## src/rtl/refresh_timer_pkg.sv

```systemverilog
package refresh_timer_pkg;

  // Command strobes from the control to the interval datapath.
  typedef struct packed {
    logic clear;  // force the interval count back to zero
    logic run;    // advance the interval count this cycle
  } cntCmd_t;

  // Interval length in bus cycles for an interval given in tenths of a microsecond.
  function automatic int tcCycles(input int tenthsUs, input int mhz);
    return (tenthsUs * mhz) / 10;
  endfunction

  function automatic int maxOf3(input int a, input int b, input int c);
    int m;
    m = (a > b) ? a : b;
    return (m > c) ? m : c;
  endfunction

endpackage

```

## src/rtl/refresh_interval_dp.sv

```systemverilog
module refresh_interval_dp
  import refresh_timer_pkg::*;
#(
  parameter int FREQ_LO_MHZ    = 66,
  parameter int FREQ_MID_MHZ   = 100,
  parameter int FREQ_HI_MHZ    = 133,
  parameter int SHORT_TENTH_US = 78,
  parameter int MID_TENTH_US   = 156,
  parameter int LONG_TENTH_US  = 1250,
  parameter int CNT_W          = 15
) (
  input  logic       clk,
  input  logic       rstN,
  input  cntCmd_t    cmd,
  input  logic [1:0] heldRate,
  input  logic [1:0] heldFreq,
  output logic       expire
);

  localparam int N_CODES = 4;

  logic [CNT_W-1:0] tcTab [N_CODES*N_CODES];
  logic [CNT_W-1:0] termCount;
  logic [CNT_W-1:0] cnt;
  logic             atEnd;

  // Terminal-count table indexed by {frequency code, rate code}.
  for (genvar f = 0; f < N_CODES; f++) begin : g_freq
    localparam int MHZ = (f == 0) ? FREQ_LO_MHZ :
                         (f == 1) ? FREQ_MID_MHZ : FREQ_HI_MHZ;
    for (genvar r = 0; r < N_CODES; r++) begin : g_rate
      localparam int TENTHS = (r == 1) ? SHORT_TENTH_US :
                              (r == 2) ? MID_TENTH_US  :
                              (r == 3) ? LONG_TENTH_US : 0;
      assign tcTab[f*N_CODES + r] = CNT_W'(tcCycles(TENTHS, MHZ));
    end
  end

  assign termCount = tcTab[{heldFreq, heldRate}];
  assign atEnd     = (cnt == termCount - 1'b1);
  assign expire    = cmd.run && atEnd;

  always_ff @(posedge clk or negedge rstN) begin
    if (!rstN) begin
      cnt <= '0;
    end else if (cmd.clear) begin
      cnt <= '0;
    end else if (cmd.run) begin
      cnt <= atEnd ? '0 : cnt + 1'b1;
    end
  end

endmodule

```

## src/rtl/refresh_ctrl.sv

```systemverilog
module refresh_ctrl
  import refresh_timer_pkg::*;
#(
  parameter int PEND_MAX = 8,
  parameter int PEND_W   = 4
) (
  input  logic              clk,
  input  logic              rstN,
  input  logic [1:0]        rateSel,
  input  logic [1:0]        freqSel,
  input  logic              refAck,
  input  logic              expire,
  output cntCmd_t           cmd,
  output logic [1:0]        heldRate,
  output logic [1:0]        heldFreq,
  output logic              refReq,
  output logic [PEND_W-1:0] pendCount
);

  localparam logic [PEND_W-1:0] PEND_TOP = PEND_W'(PEND_MAX);

  logic              settingChanged;
  logic              ackTaken;
  logic [PEND_W-1:0] pend;

  // Settings capture: a difference from the held copy restarts the interval.
  assign settingChanged = ({rateSel, freqSel} != {heldRate, heldFreq});

  always_comb begin
    cmd.clear = settingChanged || (heldRate == 2'b00);
    cmd.run   = !cmd.clear;
  end

  always_ff @(posedge clk or negedge rstN) begin
    if (!rstN) begin
      heldRate <= 2'b00;
      heldFreq <= 2'b00;
    end else if (settingChanged) begin
      heldRate <= rateSel;
      heldFreq <= freqSel;
    end
  end

  // Pending refresh count, saturating at PEND_MAX.
  assign ackTaken = refAck && (pend != '0);

  always_ff @(posedge clk or negedge rstN) begin
    if (!rstN) begin
      pend <= '0;
    end else begin
      unique case ({expire, ackTaken})
        2'b10:   if (pend != PEND_TOP) pend <= pend + 1'b1;
        2'b01:   pend <= pend - 1'b1;
        default: pend <= pend;
      endcase
    end
  end

  assign pendCount = pend;
  assign refReq    = (pend != '0);

endmodule

```

## src/rtl/refresh_timer.sv

```systemverilog
module refresh_timer
  import refresh_timer_pkg::*;
#(
  parameter int FREQ_LO_MHZ    = 66,
  parameter int FREQ_MID_MHZ   = 100,
  parameter int FREQ_HI_MHZ    = 133,
  parameter int SHORT_TENTH_US = 78,
  parameter int MID_TENTH_US   = 156,
  parameter int LONG_TENTH_US  = 1250,
  parameter int PEND_MAX       = 8,
  localparam int MAX_TC = tcCycles(LONG_TENTH_US,
                                   maxOf3(FREQ_LO_MHZ, FREQ_MID_MHZ, FREQ_HI_MHZ)),
  localparam int CNT_W  = $clog2(MAX_TC + 1),
  localparam int PEND_W = $clog2(PEND_MAX + 1)
) (
  input  logic              clk,
  input  logic              rstN,
  input  logic [1:0]        rateSel,
  input  logic [1:0]        freqSel,
  input  logic              refAck,
  output logic              refReq,
  output logic [PEND_W-1:0] pendCount
);

  cntCmd_t    cmd;
  logic       expire;
  logic [1:0] heldRate;
  logic [1:0] heldFreq;

  refresh_ctrl #(
    .PEND_MAX(PEND_MAX),
    .PEND_W  (PEND_W)
  ) u_ctrl (
    .clk      (clk),
    .rstN     (rstN),
    .rateSel  (rateSel),
    .freqSel  (freqSel),
    .refAck   (refAck),
    .expire   (expire),
    .cmd      (cmd),
    .heldRate (heldRate),
    .heldFreq (heldFreq),
    .refReq   (refReq),
    .pendCount(pendCount)
  );

  refresh_interval_dp #(
    .FREQ_LO_MHZ   (FREQ_LO_MHZ),
    .FREQ_MID_MHZ  (FREQ_MID_MHZ),
    .FREQ_HI_MHZ   (FREQ_HI_MHZ),
    .SHORT_TENTH_US(SHORT_TENTH_US),
    .MID_TENTH_US  (MID_TENTH_US),
    .LONG_TENTH_US (LONG_TENTH_US),
    .CNT_W         (CNT_W)
  ) u_dp (
    .clk     (clk),
    .rstN    (rstN),
    .cmd     (cmd),
    .heldRate(heldRate),
    .heldFreq(heldFreq),
    .expire  (expire)
  );

endmodule

```

## config.mk

```make
export PLATFORM = sky130hd
export DESIGN_NAME = refresh_timer
export DESIGN_NICKNAME = d
export VERILOG_FILES = /design/src/rtl/refresh_timer_pkg.sv /design/src/rtl/refresh_interval_dp.sv /design/src/rtl/refresh_ctrl.sv /design/src/rtl/refresh_timer.sv
export SDC_FILE = /design/constraint.sdc
export NUM_CORES = 1
export LEC_CHECK = 0
export ABC_AREA = 1
export BUFFER_PORTS_ARGS = -buffer_cell sky130_fd_sc_hd__buf_2
export CORE_MARGIN = 4
export CORE_UTILIZATION = 30
export CTS_CLUSTER_DIAMETER = 120
export DETAILED_ROUTE_END_ITERATION = 10
export GPL_TIMING_DRIVEN = 1
export HOLD_SLACK_MARGIN = 0.12
export PLACE_DENSITY = 0.47
export REMOVE_ABC_BUFFERS = 1
export SLEW_MARGIN = 5
export SYNTH_ARGS = -nofsm -noshare
export SYNTH_HDL_FRONTEND = slang
export SYNTH_HIERARCHICAL = 1
export SYNTH_SLANG_ARGS = --single-unit
```

## constraint.sdc

```tcl
create_clock -name clk -period 5.1 [get_ports clk]
set_input_delay 0.765 -clock clk [delete_from_list [all_inputs] [get_ports clk]]
set_output_delay 0.765 -clock clk [all_outputs]
set_load 0.005 [all_outputs]
```

==> reports/qor.csv <==
metric,value,unit
outcome,finished clean,
wl_met3,163,µm
switchingPower,237,µW
die_h,97.7,µm
required,5.27,ns
finClkSkew,0.00361,ns
wl_met2,2790,µm
internal_power,351,µW
yosysMostFrequentCell,nand2_1,
p_per_area,228,mW/mm²
worst-slew-pin-transition,0.990,ns
nets,413,
die-area,0.00954,mm²
grt_max_degree,24,
gr-total-overflow,0,
antenna_cells,0,
multiInputGateArea,0.00157,mm²
final_util,33.2,%
tns,0,ns
dpl.hpwl,4830,µm
crit_fanout,11,
rsz0062_at_grt,no,
fmaxAchievable,0.275,GHz
clkPwrFrac,20.0,%
p_comb_share,40.9,%
fin_hold_ws,0.484,ns
num_vias,2273,
cts-root-buf,clkbuf_8,
drc,0,
hold_violations,0,
placed_area,0.00253,mm²
drt-met1-wl,3040,µm
cts_buffers,3,
end_kind,flip-flop,
seqPwrFrac,39.2,%
crit_arrival,3.80,ns
ios,12,
ir_drop,0.181,mV
yosys-top-cells-area,"dfrtp_1, nand2_1, inv_1, nand3_1, nor2_1",
netlist-cell-type-count,31,
coreArea,0.00777,mm²
critPathLaunchType,flip-flop,
pre_cts_ws,1.46,ns
rows,32,
maxCapViolations,0,
seq_area,576,µm²
path_class,reg -> reg,
clk_pin_slew,0.09,ns
layout_setup_ws,1.46,ns
dp_cells,492,
cts_tree,yes,
viasPerCell,4.58,
finalWirelength,6070,µm
die_x,97.7,µm
clkSinkCount,23,
clockBufferDepth,2,
ys.flop_type,dfrtp_1,
synth_common_cells,"nand2_1, inv_1, nor2_1",
drt_iter0_drc,105,
max_slew_margin,33.8,%
postCtsSetupRepairBufs,0,
min_period,3.64,ns
ff2ff_setup_slack,1.46,ns
instances_no_fill,496,
grt_pass1_wl,10700,µm
gp_congestion,0.840,
synth-seq-area-share,23.9,%
grt_util_all_layers,13.5,%
yosysWarningCount,6,
wire_per_inst,12.2,µm
synth_edf_count,0,
synthCells,389,
drtAntennaViolNets,0,
n_fill_cell,874,
synth_top_cell_by_area,dfrtp_1,
finalInstanceArea,0.00258,mm²
r2r_cells,27,
synth_top_area_share,23.9,%
synth_area_per_cell,6.20,µm²
ys_async_sr_fraction,100,%
htree_levels,1,
ctsResizeCount,0,
area_delta_synth_final,6.95,%
p_sw_share,40.3,%
power,588,µW
maxUsedRoutingLayer,met4,
ys_seq_elements,23,
cts_hold_buf,0,
drive_above_1_share,11.9,%
slew_violations,0,
clkLatencyLatePin,0.27,ns
io_buffers,11,
grt_pass1_vias,2246,
timing.final.crit_share,71.3,%
syn_area,0.00241,mm²
start_util,31.1,%
first_pass_iters,4,
antenna_found_initial,0,
leakage,1.36,nW
setup-violations-final,0,
hp-class,in -> async,
layout by cell type (no fill, tap or decap):
cell,count
nand2_4,2
nor2_4,2
nor2_1,41
ha_1,10
nand3b_1,3
a21o_1,1
nand3b_2,1
nor4_2,1
nor3b_1,2
and2_4,1
inv_1,49
clkbuf_1,1
o21ai_0,3
xor2_1,15
inv_2,5
a21oi_1,7
nand2_1,134
o21ai_1,4
a221oi_1,1
nor3_1,3
nor2_2,7
dfrtp_1,23
nand2_2,9
a21boi_1,2
nand4_1,5
clkbuf_8,3
nand3_1,36
buf_2,11
nand3_2,5
nor4_1,2
fa_1,1
xnor2_1,4
sequential cells by signal, indices dropped and copies added, names as in the netlist:
register          flops
u_ctrl/heldFreq       2
u_ctrl/heldRate       2
u_ctrl/pendCount      4
u_dp/cnt             15
area by class of cell:
type / count / area share, %
timing repair buffer: 11 / 2.13
inverter: 54 / 7.86
sequential: 23 / 22.3
clock buffer: 4 / 1.75
tap: 102 / 4.95
multi-input combinational: 302 / 61.0
final timing paths:
kind / endpoint / from
min in group clk: u_dp/cnt[14]$_DFFE_PN0P_ / u_dp/cnt[14]$_DFFE_PN0P_
worst max-delay path: u_ctrl/pendCount[3]$_DFFE_PN0P_ / u_ctrl/heldRate[0]$_DFFE_PN0P_
max in group asynchronous: u_dp/cnt[4]$_DFFE_PN0P_ / rstN
worst min register to register: u_dp/cnt[14]$_DFFE_PN0P_ / u_dp/cnt[14]$_DFFE_PN0P_
worst max register to register: u_ctrl/pendCount[3]$_DFFE_PN0P_ / u_ctrl/heldRate[0]$_DFFE_PN0P_
worst min-delay path: u_dp/cnt[6]$_DFFE_PN0P_ / rstN
kinds of logic after synthesis:
family	count (synthesis)	share of synthesized area [%]
simple gates	254	48.1
buf+inv	64	10.9
flops	23	23.9
xor+xnor	19	6.90
compound gates	18	4.20
fa+ha+maj	11	6.02
critical path, cell delays in order (launching register included):
cell     delay [ns]
dfrtp_1        0.51
inv_1          0.13
ha_1           0.19
nand2_1        0.10
nand2_1        0.15
inv_1          0.05
ha_1           0.28
xor2_1         0.15
nand2_1        0.06
nor2_1         0.08
nand3_1        0.09
nor2_1         0.11
nand3_1        0.07
nor2_1         0.09
nand2_1        0.05
nor2_1         0.09
nand3_1        0.17
nor2_1         0.26
nor2_2         0.09
ha_1           0.33
nand2_1        0.08
inv_1          0.05
nand2_1        0.05
nand3_1        0.06
nand2_1        0.09
nand3_1        0.07
nand2_1        0.06
nand2_1        0.05
power by group through the flow:
stage	Sequential [mW]	Clock, mW	Combinational [mW]
6_report	0.231	0.118	0.240
5_1_grt	0.236	0.132	0.280
4_1_cts	0.232	0.126	0.244
3_5_place_dp	0.235	0	0.244
3_3_place_gp	0.235	0	0.241
2_1_floorplan	0.231	0	0.179
routing by layer:
metal	vias up	track usage [%]
met3	6	1.29
met1	1024	18.1
met5	-	0
met4	0	3.51
li1	1215	-
met2	28	23.1
Power figures use the tool's default switching activity.
